**src/rtl/byte_gpio_pkg.sv**
```systemverilog
package byte_gpio_pkg;
  localparam int unsigned ADDR_W = 3;

  localparam logic [ADDR_W-1:0] OFS_DIR  = 3'd0;
  localparam logic [ADDR_W-1:0] OFS_DATA = 3'd1;
  localparam logic [ADDR_W-1:0] OFS_TRIG = 3'd3;
  localparam logic [ADDR_W-1:0] OFS_STAT = 3'd4;

  typedef enum logic [1:0] {
    TRIG_OFF  = 2'b00,
    TRIG_FALL = 2'b01,
    TRIG_RISE = 2'b10,
    TRIG_BAD  = 2'b11
  } trig_sel_e;

  // Which latch a trigger field exposes; off and the invalid code expose nothing.
  function automatic logic pick_visible(input logic [1:0] sel,
                                        input logic rise_p,
                                        input logic fall_p);
    case (trig_sel_e'(sel))
      TRIG_FALL: return fall_p;
      TRIG_RISE: return rise_p;
      default:   return 1'b0;
    endcase
  endfunction

  // Fixed direction pattern: ones for output lines.
  function automatic logic [7:0] dir_pattern(input int unsigned n_out);
    logic [7:0] v;
    v = '0;
    for (int i = 0; i < 8; i++) if (i < int'(n_out)) v[i] = 1'b1;
    return v;
  endfunction
endpackage

```
**src/rtl/gpio_in_sync.sv**
```systemverilog
module gpio_in_sync #(
  parameter int unsigned WIDTH  = 4,
  parameter int unsigned STAGES = 2
) (
  input  logic             clk,
  input  logic             rst_n,
  input  logic [WIDTH-1:0] pin_i,
  output logic [WIDTH-1:0] lvl_o
);
  logic [WIDTH-1:0] chain_q [STAGES];

  always_ff @(posedge clk or negedge rst_n) begin
    if (!rst_n) begin
      for (int s = 0; s < int'(STAGES); s++) chain_q[s] <= '0;
    end else begin
      chain_q[0] <= pin_i;
      for (int s = 1; s < int'(STAGES); s++) chain_q[s] <= chain_q[s-1];
    end
  end

  assign lvl_o = chain_q[STAGES-1];
endmodule

```
**src/rtl/gpio_edge_unit.sv**
```systemverilog
module gpio_edge_unit (
  input  logic clk,
  input  logic rst_n,
  input  logic lvl_i,
  input  logic clr_i,
  output logic rise_pend_o,
  output logic fall_pend_o
);
  logic prev_q;
  logic rise_ev;
  logic fall_ev;

  assign rise_ev = lvl_i & ~prev_q;
  assign fall_ev = ~lvl_i & prev_q;

  always_ff @(posedge clk or negedge rst_n) begin
    if (!rst_n) begin
      prev_q      <= 1'b0;
      rise_pend_o <= 1'b0;
      fall_pend_o <= 1'b0;
    end else begin
      prev_q      <= lvl_i;
      rise_pend_o <= rise_ev | (rise_pend_o & ~clr_i);
      fall_pend_o <= fall_ev | (fall_pend_o & ~clr_i);
    end
  end

  assert_rise_latched_R6: assert property (@(posedge clk) disable iff (!rst_n)
    rise_ev |=> rise_pend_o);
  assert_fall_latched_R6: assert property (@(posedge clk) disable iff (!rst_n)
    fall_ev |=> fall_pend_o);
  assert_rise_held_R8: assert property (@(posedge clk) disable iff (!rst_n)
    (rise_pend_o && !clr_i) |=> rise_pend_o);
  assert_clear_both_R8: assert property (@(posedge clk) disable iff (!rst_n)
    (clr_i && !rise_ev && !fall_ev) |=> (!rise_pend_o && !fall_pend_o));
  assert_edge_beats_clear_R9: assert property (@(posedge clk) disable iff (!rst_n)
    (clr_i && rise_ev) |=> rise_pend_o);
endmodule

```
**src/rtl/byte_gpio_irq.sv**
```systemverilog
module byte_gpio_irq
  import byte_gpio_pkg::*;
#(
  parameter int unsigned NUM_OUT     = 4,
  parameter int unsigned NUM_IN      = 4,
  parameter int unsigned SYNC_STAGES = 2
) (
  input  logic                      clk,
  input  logic                      rst_n,
  input  logic [ADDR_W-1:0]         bus_addr,
  input  logic                      bus_wr_en,
  input  logic                      bus_rd_en,
  input  logic [NUM_OUT+NUM_IN-1:0] bus_wdata,
  output logic [NUM_OUT+NUM_IN-1:0] bus_rdata,
  input  logic [NUM_IN-1:0]         gpio_in,
  output logic [NUM_OUT-1:0]        gpio_out,
  output logic                      irq
);
  localparam int unsigned BUS_W  = NUM_OUT + NUM_IN;
  localparam int unsigned TRIG_W = 2 * NUM_IN;
  localparam logic [BUS_W-1:0] DIR_VAL = BUS_W'(dir_pattern(NUM_OUT));

  logic [NUM_IN-1:0]  in_lvl;
  logic [NUM_IN-1:0]  rise_p;
  logic [NUM_IN-1:0]  fall_p;
  logic [NUM_IN-1:0]  vis;
  logic [NUM_IN-1:0]  clr;
  logic [TRIG_W-1:0]  trig_q;
  logic [BUS_W-1:0]   rdata_c;

  logic wr_data_hit;
  logic wr_trig_hit;
  logic wr_stat_hit;

  assign wr_data_hit = bus_wr_en && (bus_addr == OFS_DATA);
  assign wr_trig_hit = bus_wr_en && (bus_addr == OFS_TRIG);
  assign wr_stat_hit = bus_wr_en && (bus_addr == OFS_STAT);

  gpio_in_sync #(.WIDTH(NUM_IN), .STAGES(SYNC_STAGES)) sync_i (
    .clk   (clk),
    .rst_n (rst_n),
    .pin_i (gpio_in),
    .lvl_o (in_lvl)
  );

  for (genvar g = 0; g < int'(NUM_IN); g++) begin : g_line
    assign clr[g] = wr_stat_hit & bus_wdata[g];

    gpio_edge_unit edge_i (
      .clk         (clk),
      .rst_n       (rst_n),
      .lvl_i       (in_lvl[g]),
      .clr_i       (clr[g]),
      .rise_pend_o (rise_p[g]),
      .fall_pend_o (fall_p[g])
    );

    assign vis[g] = pick_visible(trig_q[2*g +: 2], rise_p[g], fall_p[g]);
  end

  always_ff @(posedge clk or negedge rst_n) begin
    if (!rst_n) begin
      gpio_out <= '0;
      trig_q   <= '0;
    end else begin
      if (wr_data_hit) gpio_out <= bus_wdata[NUM_OUT-1:0];
      if (wr_trig_hit) trig_q   <= bus_wdata[TRIG_W-1:0];
    end
  end

  assign irq = |vis;

  always_comb begin
    rdata_c = '0;
    if (bus_rd_en) begin
      case (bus_addr)
        OFS_DIR:  rdata_c = DIR_VAL;
        OFS_DATA: rdata_c = {in_lvl, {NUM_OUT{1'b0}}};
        OFS_TRIG: rdata_c[TRIG_W-1:0] = trig_q;
        OFS_STAT: rdata_c[NUM_IN-1:0] = vis;
        default:  rdata_c = '0;
      endcase
    end
  end
  assign bus_rdata = rdata_c;

  assert_dir_fixed_R2: assert property (@(posedge clk) disable iff (!rst_n)
    (bus_rd_en && bus_addr == OFS_DIR) |-> (bus_rdata == DIR_VAL));
  assert_out_write_R3: assert property (@(posedge clk) disable iff (!rst_n)
    wr_data_hit |=> (gpio_out == $past(bus_wdata[NUM_OUT-1:0])));
  assert_out_hold_R3: assert property (@(posedge clk) disable iff (!rst_n)
    !wr_data_hit |=> $stable(gpio_out));
  assert_status_upper_zero_R7: assert property (@(posedge clk) disable iff (!rst_n)
    (bus_rd_en && bus_addr == OFS_STAT) |-> (bus_rdata[BUS_W-1:NUM_IN] == '0));
  assert_irq_quiet_R10: assert property (@(posedge clk) disable iff (!rst_n)
    (trig_q == '0) |-> !irq);
  assert_idle_read_R12: assert property (@(posedge clk) disable iff (!rst_n)
    !bus_rd_en |-> (bus_rdata == '0));
endmodule

```
**config.mk**
```make
export PLATFORM = sky130hd
export DESIGN_NAME = byte_gpio_irq
export DESIGN_NICKNAME = d
export VERILOG_FILES = /design/src/rtl/byte_gpio_pkg.sv /design/src/rtl/gpio_in_sync.sv /design/src/rtl/gpio_edge_unit.sv /design/src/rtl/byte_gpio_irq.sv
export SDC_FILE = /design/constraint.sdc
export NUM_CORES = 1
export LEC_CHECK = 0
export ABC_AREA = 1
export BUFFER_PORTS_ARGS = -buffer_cell sky130_fd_sc_hd__buf_2
export CAP_MARGIN = 20
export CORE_AREA = 5 5 70 65
export CTS_CLUSTER_DIAMETER = 60
export DETAILED_ROUTE_END_ITERATION = 16
export DIE_AREA = 0 0 75 70
export GPL_ROUTABILITY_DRIVEN = 0
export GPL_TIMING_DRIVEN = 0
export HOLD_SLACK_MARGIN = 0.06
export PLACE_DENSITY = 0.59
export SYNTH_ARGS = -nofsm -noshare
export SYNTH_HDL_FRONTEND = slang
export SYNTH_SLANG_ARGS = --single-unit
```
**constraint.sdc**
```tcl
create_clock -name clk -period 2 [get_ports clk]
set_input_delay 0.6 -clock clk [delete_from_list [all_inputs] [get_ports clk]]
set_output_delay 0.6 -clock clk [all_outputs]
set_load 0.1 [all_outputs]
```
# After elaboration in Yosys (flattened, before gate mapping)
# Cells that the tools add are included.
[totals] register_bits=32 inputBits=19 elab_cells=79
[op_classes] reduce_logical=5 eq_ne=11 n_bitwise=40 muxes=7
[ops] operator="$and A1 B1 Y1" count=20
[ops] operator="$not A1 Y1" count=12
[ops] operator="$pmux W4 S3" count=1
[ops] operator="$eq A2 B1 Y1 const B" count=4
[ops] operator="$eq A2 B2 Y1 const B" count=4
[ops] operator="$mux W8" count=1
[ops] operator="$or A1 B1 Y1" count=8
[ops] operator="$pmux W1 S2" count=4
[ops] operator="$pmux W4 S2" count=1
[ops] operator="$reduce_or A4 Y1" count=1
[ops] operator="$eq A3 B1 Y1 const B" count=1
[ops] operator="$eq A3 B2 Y1 const B" count=1
[ops] operator="$eq A3 B3 Y1 const B" count=1
[ops] operator="$logic_and A1 B1 Y1" count=3
[ops] operator="$logic_not A3 Y1" count=1

# Depth between registers and ports, before layout
# Gate-level depths: netlist (run 1).
[logic_depth] depth_word=6 depth_mapped=8 depth_no_buf=8

# By module
# From an unflattened synthesis (run 1), not the netlist that was laid out.
[hier_totals] cells_unflattened=188 area_unflattened_um2=1584.0
[by_module_without_submodules] mod="byte_gpio_irq" seq_area_each_um2=300.3 cells_per_inst=128 area_per_inst_um2=918.4 instances=1
[by_module_without_submodules] mod="gpio_edge_unit" seq_area_each_um2=75.1 cells_per_inst=12 area_per_inst_um2=108.9 instances=4
[by_module_without_submodules] mod="gpio_in_sync" seq_area_each_um2=200.2 cells_per_inst=12 area_per_inst_um2=230.2 instances=1

# Worst setup path before layout (run 1)
# OpenSTA, ideal clock, no wires.
[synth_path] path_kind="input port to output port" from="in bus_addr[1]" to="out bus_rdata[4]" stages=4 slack_ps=-1141 arrival_time_ps=2541 path_buffers=1 cell_sequence="buf_6 -> nor3_4 -> nand2_1 -> a21oi_1"
[synth_between] elab_chain_len=3 word_cells_on_any_way=4 cone_classes="2 x eq/ne; 2 x mux"
[synth_lines] item="start, declared" line="byte_gpio_irq.sv:10" text="input logic [ADDR_W-1:0] bus_addr,"
[synth_lines] item="$eq A3 B2 Y1 or $eq A3 B1 Y1 (tied branches)" line="byte_gpio_irq.sv:76" text="case (bus_addr)"
[synth_lines] item="$pmux W4 S2 *" line="byte_gpio_irq.sv:76"
[synth_lines] item="$mux W8 *" line="byte_gpio_irq.sv:75" text="if (bus_rd_en) begin"
[synth_lines] item="end, declared" line="byte_gpio_irq.sv:14" text="output logic [NUM_OUT+NUM_IN-1:0] bus_rdata,"
# Every way passes the cells marked *; elsewhere a longest branch is shown, timed or not.

# Worst setup path in the final report (run 1)
[layout_path] from="reg trig_q[4]" to="out bus_rdata[2]"
[layout_between] elab_chain_len=4 word_cells_on_any_way=5 cone_classes="2 x eq/ne; 3 x mux"
[layout_lines] item="start, declared" line="byte_gpio_irq.sv:28" text="logic [TRIG_W-1:0] trig_q;"
[layout_lines] item="start signal, assigned" line="byte_gpio_irq.sv:67" text="if (wr_trig_hit) trig_q <= bus_wdata[TRIG_W-1:0];"
[layout_lines] item="$eq A2 B2 Y1 or $eq A2 B1 Y1 (tied branches)" line="byte_gpio_pkg.sv:20" text="case (trig_sel_e'(sel))"
[layout_lines] item="$pmux W1 S2 *" line="byte_gpio_pkg.sv:20"
[layout_lines] item="$pmux W4 S3 *" line="byte_gpio_irq.sv:76"
[layout_lines] item="$mux W8 *" line="byte_gpio_irq.sv:75"
# Marked as above.

==> results by group, run 1 <==
Outcome
  • Status: finished with violations
  • Violated checks: setup timing

Route
  • TritonRoute pass-1 iters: 4
  • DRT iter0 DRCs: 30
  • Total wire length: 3890 microns
  • Vias per cell: 4.695
  • Routed wire length per instance: 13.94 microns
  • Post-route ant nets: 0
  • DR DRC count: 0
  • Vias: 1310

Min path
  • Worst Hold End: sync_i.lvl_o[3]$_DFF_PN0_
  • Min-delay src: sync_i.chain_q[7]$_DFF_PN0_
  • Worst hold path type: reg2reg
  • Hold depth: 0

Worst setup path
  • WS Path Type: reg2out
  • Critical Path RT: 1400 ps
  • Slowest stage delay, CP: 410 ps
  • Reg2Reg Depth: 2
  • CP max stage cell: dfrtp_1
  • Reg2reg start: sync_i.lvl_o[1]$_DFF_PN0_
  • CP arrival: 1640 ps
  • FF-to-FF End: g_line[1].edge_i.fall_pend_o$_DFF_PN0_
  • Worst path cell trace: inv_1, ha_4, nand2_1, nand2_2, nand2_2, nor2_2, nor2_2, nor2_4, buf_12
  • FF-to-FF setup slack: 1130 ps
  • Critical Path Start Type: flop
  • Element type at the critical path end: output port
  • Worst-path maximum fanout: 3

Floorplanning
  • Initial Utilization: 41.54%
  • Core area: 3705 sq um
  • I/O pin count: 32
  • Die area: 5250 sq um
  • Die H: 70 microns
  • Die extent in x: 75 microns
  • Row count: 21

STA
  • RSZ-0062 raised after global routing: true
  • Final number of setup-violating endpoints: 9
  • Post-layout min period: 2235 ps
  • Hold Violations, Final: 0
  • Worst slew pin tran: 686.2 ps
  • Slew Viols, Final: 0
  • Fin Hold WS: 347.5 ps
  • Max Fclk: 0.4474 GHz
  • Min setup slack post-route: -235.3 ps
  • Slew HR: 54.25%
  • Final period util: 111.8%
  • Clock skew: 0.7291 ps

Yosys
  • Mapped cell area: 1539 sq um
  • Register area share after synthesis: 52.03%
  • Synth Area in Simple Gates: 30.49%
  • Compound-Gate Fraction of Synth Area: 4.390%
  • Synthesized Nets: 203
  • Largest family of logic cells by synthesized area: simple AND/OR/NAND/NOR gates
  • Synth warn: 0
  • Post-synthesis mux area share: 0%
  • Synth cell types: 20
  • Mapped Avg Cell Area: 8.744 sq um
  • Post-Synth XOR/XNOR Area: 0%
  • Syn Inst Count: 176
  • Register bit total from synthesis: 32
  • Post-Synth Adder-Cell Area: 6.504%

GRT
  • GRT Max-Usage Layer: met2
  • Gr ovfl total: 0
  • Initial antenna violation count: 0
  • Gr usage total: 15.60%
  • Pin count of the biggest net entering global routing: 33
  • Vias in the first global route: 1330
  • Global-route wire length before repair: 6210 microns
  • Met2 GRT Util: 24.27%
  • Met1 Usage GRT: 21.12%
  • Met3 usage: 3.443%

Power
  • Combinational share of power: 37.3%
  • Power Dens Cells: 952.9 nW/um^2
  • Sw Pwr: 0.0008396 W
  • Pleak: 1.181 nW
  • Switching Share: 36.47%
  • Power share of the sequential group: 33.8%
  • VDD IR max: 0.6296 mV
  • Int Pwr: 0.001463 W
  • Clock power frac: 28.9%

Clocking
  • CTS tree: yes
  • CTS Hold Bufs: 0
  • CTS Buf Count: 5
  • Clock buffer depth: 2
  • Clock Latency Late Sink: 280 ps
  • CTS clk-pin slew, worst paths: 60 ps
  • H-tree levels: 2
  • Root Buffer: clkbuf_8
  • Clk sinks: 32

Layout
  • Diodes inserted: 0
  • Area delta synth->final: 56.99%
  • Finished Cell Area: 2416 sq um
  • Fillers: 304
  • Fraction of layout cells with a size suffix above 1: 49.36%
  • Nets: 259
  • Final core utilization: 65.21%

Run
  • Max Cap Viol: 0

Placed design
  • HPWL Detailed: 2649 microns
  • Placed inst area: 1836 sq um
  • Port-buffer cells: 31
through the flow:
| step | total power (W) | setup TNS (ps) | setup slack, ps | cells |
|---|---|---|---|---|
| floorplan | 0.001244 | -2191 | -301.9 | 176 |
| global placement | 0.001363 | -4125 | -647.7 | 253 |
| CTS | 0.002196 | -1169 | -203.9 | 271 |
| global route | 0.002413 | -1907 | -346.6 | 279 |
| finish | 0.002302 | -1257 | -235.3 | 279 |
| detailed placement | 0.001385 | -4366 | -653.9 | 253 |
timing repair:
action | CTS | global route
resized for setup | 65 | 26
endpoints found under the hold margin | 0 | 0
endpoints found under the setup margin | 9 | 9
pin swaps | 8 | 12
setup buffers | 11 | 8
how the worst max path moves through the flow:
stage	endpoint	slack, ps	cells after the start	start
CTS	bus_rdata[2]	-200	8	trig_q[4]$_DFFE_PN0P_
global placement	bus_rdata[5]	-650	6	bus_addr[1]
detailed placement	bus_rdata[4]	-650	6	bus_addr[1]
finish	bus_rdata[2]	-240	9	trig_q[4]$_DFFE_PN0P_
floorplan	bus_rdata[4]	-300	4	bus_addr[1]
global route	bus_rdata[2]	-350	9	trig_q[4]$_DFFE_PN0P_
layout by cell type (no fill, tap or decap), types with 5 or more instances in the layout:
| master | Yosys | routed |
|---|---|---|
| buf_12 | 0 | 10 |
| clkbuf_8 | 0 | 7 |
| nand2_1 | 64 | 53 |
| inv_1 | 19 | 10 |
| buf_2 | 0 | 19 |
| inv_2 | 1 | 8 |
| dfrtp_1 | 32 | 32 |
| nor2_2 | 1 | 7 |
| nor2_4 | 1 | 7 |
| nand4_1 | 5 | 5 |
| nand3_1 | 8 | 8 |
| buf_4 | 0 | 15 |
| o21ai_0 | 6 | 6 |
| nand2_2 | 3 | 9 |
| nand2_4 | 1 | 6 |
power groups by stage:
stage / clock [W] / combinational, W / sequential, W
floorplan: 0 / 0.000365 / 0.000879
global placement: 0 / 0.000586 / 0.000778
detailed placement: 0 / 0.000603 / 0.000782
CTS: 0.000681 / 0.000742 / 0.000772
global route: 0.000703 / 0.000922 / 0.000787
finish: 0.000664 / 0.000859 / 0.000779
per-layer routing:
metal	up-vias	wire length, microns
li1	657	-
met1	613	1690
met2	30	1950
met3	10	160
met4	0	88
met5	-	0
cell usage after synthesis:
cell / count / share of area [%]
buf_6: 1 / 0.73
nor2_8: 1 / 1.3
a21oi_1: 4 / 1.3
o21ai_2: 2 / 1.1
nor2_4: 1 / 0.73
inv_1: 19 / 4.6
buf_8: 1 / 0.98
nand2_1: 64 / 16
nor3_4: 1 / 1.1
nand4_1: 5 / 2.0
nor2_2: 1 / 0.41
or2_2: 4 / 1.6
nand3_1: 8 / 2.6
nand2_2: 3 / 1.2
inv_2: 1 / 0.24
o21ai_0: 6 / 2.0
dfrtp_1: 32 / 52
nor2_1: 13 / 3.2
ha_1: 8 / 6.5
nand2_4: 1 / 0.73
area by class of cell:
type	count	area [sq um]	share of cell area [%]
tap	46	57.56	2.382
clock inverter	1	30.03	1.243
inverter	20	86.33	3.573
sequential	32	800.8	33.14
clock buffer	7	96.34	3.988
multi-input combinational	122	847.1	35.06
buffer	1	15.01	0.6214
timing repair buffer	50	483.0	19.99
kinds of logic (layout without fill, tap and decap cells):
logic type / Yosys count / after routing
AO/OA/AOI/OAI: 12 / 12
adder cells (fa/ha/maj): 8 / 8
buffers and inverters: 22 / 79
flip-flops: 32 / 32
AND/OR/NAND/NOR: 102 / 102
worst max-delay path: cells and delay by family (launching register included):
kind | cells | cell delay (ps)
adder cells (fa/ha/maj) | 1 | 140
flip-flops | 1 | 410
AND/OR/NAND/NOR | 6 | 490
buffers and inverters | 2 | 310
state kept, by name, indices dropped and copies added (netlist names):
name	count
g_line.edge_i.rise_pend_o	4
trig_q	8
sync_i.lvl_o	4
g_line.edge_i.prev_q	4
g_line.edge_i.fall_pend_o	4
sync_i.chain_q	4
gpio_out	4
Power figures use the tool's default switching activity.
==> run 2, diff against run 1 <==
--- a/config.mk
+++ b/config.mk
@@ -16,6 +16,7 @@
 export GPL_TIMING_DRIVEN = 0
 export HOLD_SLACK_MARGIN = 0.06
 export PLACE_DENSITY = 0.59
+export REMOVE_ABC_BUFFERS = 1
 export SYNTH_ARGS = -nofsm -noshare
 export SYNTH_HDL_FRONTEND = slang
 export SYNTH_SLANG_ARGS = --single-unit
==> run 2 against run 1 <==
Against the previous run:
- the flow still finishes with violations (setup timing)
- critical path type unchanged
- wire length fell by 4.7%
- sequential power fell by 0.9%
- highest routed layer unchanged
- flip-flop and latch count unchanged
- setup slack lost 13 ps
- cell area fell by 11%
- first-iteration DRC count grew 17%
- power is 6.7% lower
==> results by group, run 2 (synthesis results as in run 1) <==
Placed design
  • Inst Count DP: 251 (-0.79%)
  • Port-buffer cells: 31 (unchanged)
  • Dpl ws: -542.0 ps (+111.9 ps)
  • HPWL Detailed: 2458 microns (-7.2%)

STA
  • Min setup slack post-route: -248.5 ps (-13.23 ps)
  • Max Fclk: 0.4447 GHz (-0.59%)
  • Slew HR: 52.30% (-2.0 points)
  • Final number of setup-violating endpoints: 9 (unchanged)
  • RSZ-0062 raised after global routing: true
  • Worst slew pin tran: 715.5 ps (+29.36 ps)
  • Fin Hold WS: 349.5 ps (+1.961 ps)
  • Slew Viols, Final: 0 (unchanged)
  • Final period util: 112.4% (+0.66 points)
  • Post-layout min period: 2249 ps (+13.23 ps)
  • Hold Violations, Final: 0 (unchanged)
  • Clock skew: 4.769 ps (+4.040 ps)

GRT
  • Vias in the first global route: 1277 (-4.0%)
  • Gr ovfl total: 0 (unchanged)
  • Gr usage total: 14.62% (-0.97 points)
  • Global-route wire length before repair: 5906 microns (-4.9%)
  • Initial antenna violation count: 0 (unchanged)
  • Pin count of the biggest net entering global routing: 33 (unchanged)

Layout
  • Finished Layout Cells: 276 (-1.1%)
  • Fraction of layout cells with a size suffix above 1: 38.26% (-11 points)
  • Diodes inserted: 0 (unchanged)
  • Biggest register: trig_q
  • Nets: 256 (-1.2%)
  • Max reg flops: 8 (unchanged)
  • Most frequent cells in the layout: nand2_1, dfrtp_1, buf_2
  • Storage cell area: 800.8 sq um (unchanged)
  • Area of the multi-input gates: 703.2 sq um (-17%)
  • Final core utilization: 57.95% (-7.3 points)
  • Fillers: 326 (+7.2%)
  • Area delta synth->final: 39.51%
  • Commonest non-fill, non-tap cell in the layout: nand2_1

Worst setup path
  • Worst-path maximum fanout: 3 (unchanged)
  • Worst path cell trace: ha_1, inv_1, nand2_2, nor2_2, nor2_1, nor2_1, buf_6
  • Element type at the critical path end: output port
  • Start point of the critical path: trig_q[1]$_DFFE_PN0P_
  • Reg2Reg Depth: 4 (+2)
  • Most used cell, CP: nor2_1
  • Reg2reg start: trig_q[7]$_DFFE_PN0P_
  • Worst path buffer plus inverter count: 2 (unchanged)
  • Slowest stage delay, CP: 410 ps (about the same)
  • Delay-heaviest family, CP: flip-flops
  • Critical Path RT: 1400 ps (about the same)
  • WS Path Type: reg2out
  • CP max stage cell: dfrtp_1
  • FF-to-FF End: trig_q[7]$_DFFE_PN0P_
  • Critical Path Start Type: flop
  • FF-to-FF setup slack: 1100 ps (-30 ps)
  • CP arrival: 1650 ps (about the same)

Route
  • Post-route ant nets: 0 (unchanged)
  • Total wire length: 3707 microns (-4.7%)
  • DR DRC count: 0 (unchanged)
  • DRT iter0 DRCs: 35 (+17%)
  • Vias per cell: 4.707 (+0.24%)
  • Routed wire length per instance: 13.43 microns (-3.7%)
  • TritonRoute pass-1 iters: 4 (unchanged)
  • Vias: 1299 (-0.84%)

Clocking
  • Clock buffer depth: 2 (unchanged)
  • Clock Latency Late Sink: 280 ps (about the same)
  • CTS clk-pin slew, worst paths: 70 ps (about the same)
  • CTS Buf Count: 5 (unchanged)
  • CTS Hold Bufs: 0 (unchanged)
  • Root Buffer: clkbuf_8
  • H-tree levels: 2 (unchanged)
  • Clk sinks: 32 (unchanged)
  • CTS tree: yes

Floorplanning
  • Die area: 5250 sq um (unchanged)
  • Die H: 70 microns (unchanged)
  • Initial Utilization: 41.54% (unchanged)
  • Row count: 21 (unchanged)
  • Core area: 3705 sq um (unchanged)
  • Die extent in x: 75 microns (unchanged)
  • I/O pin count: 32 (unchanged)

Power
  • Power Dens Cells: 1001 nW/um^2 (+5.0%)
  • Pleak: 1.096 nW (-7.2%)
  • Tot Pwr: 0.002149 W (-6.7%)
  • VDD IR max: 0.5169 mV (-18%)

Outcome
  • Violated checks: setup timing
  • Status: finished with violations

Min path
  • Min-delay src: sync_i.chain_q[4]$_DFF_PN0_
  • Worst hold path type: reg2reg
  • Worst Hold End: sync_i.lvl_o[0]$_DFF_PN0_
  • Hold depth: 0 (unchanged)

Run
  • Max Cap Viol: 0 (unchanged)
-- run 2: metrics by stage --
| stage | instance area, sq um | TNS, ps |
|---|---|---|
| finish | 2147 | -1605 |
| global route | 2147 | -2234 |
| CTS | 2076 | -1464 |
| detailed placement | 1725 | -3378 |
| global placement | 1725 | -3333 |
| floorplan | 1513 | -7746 |
-- run 2: final cells by class --
cell class	count	share of cell area, %
Tap cell	46	2.681
Clock inverter	2	1.632
Clock buffer	6	3.380
Inverter	20	3.730
Timing Repair Buffer	48	18.53
Sequential cell	32	37.30
Multi-Input combinational cell	122	32.75
-- run 2: what timing repair did --
action / in CTS / in global routing
setup buffers: 12 / 5
gates resized for setup: 46 / 9
endpoints found under the setup margin: 9 / 9
pin swaps: 7 / 9
-- run 2: worst register-to-register path, stage by stage (launching register included) --
cell and delay (ps):
dfrtp_1 420, inv_2 60, buf_4 120, buf_4 120
o21ai_2 110
-- run 2: power breakdown --
part | switching (W) | total, W | internal (W)
Sequential | 0.0000542 | 0.000772 | 0.000718
Combinational | 0.000512 | 0.000777 | 0.000265
Clock | 0.000230 | 0.000599 | 0.000369
-- run 2: worst max-delay path by stage --
stage,end,depth (start not counted)
after floorplan,bus_rdata[4],3
after global placement,bus_rdata[4],5
after detailed placement,bus_rdata[4],5
after CTS,bus_rdata[1],8
after global routing,bus_rdata[2],9
final,bus_rdata[0],7
-- run 2: routing by layer --
| metal | global-route usage, % | vias up | share of wire, % |
|---|---|---|---|
| met2 | 23.79 | 26 | 52 |
| li1 | - | 651 | - |
| met1 | 18.35 | 614 | 42 |
| met5 | 0 | - | 0 |
| met3 | 4.448 | 8 | 5.1 |
| met4 | 4.348 | 0 | 1.3 |
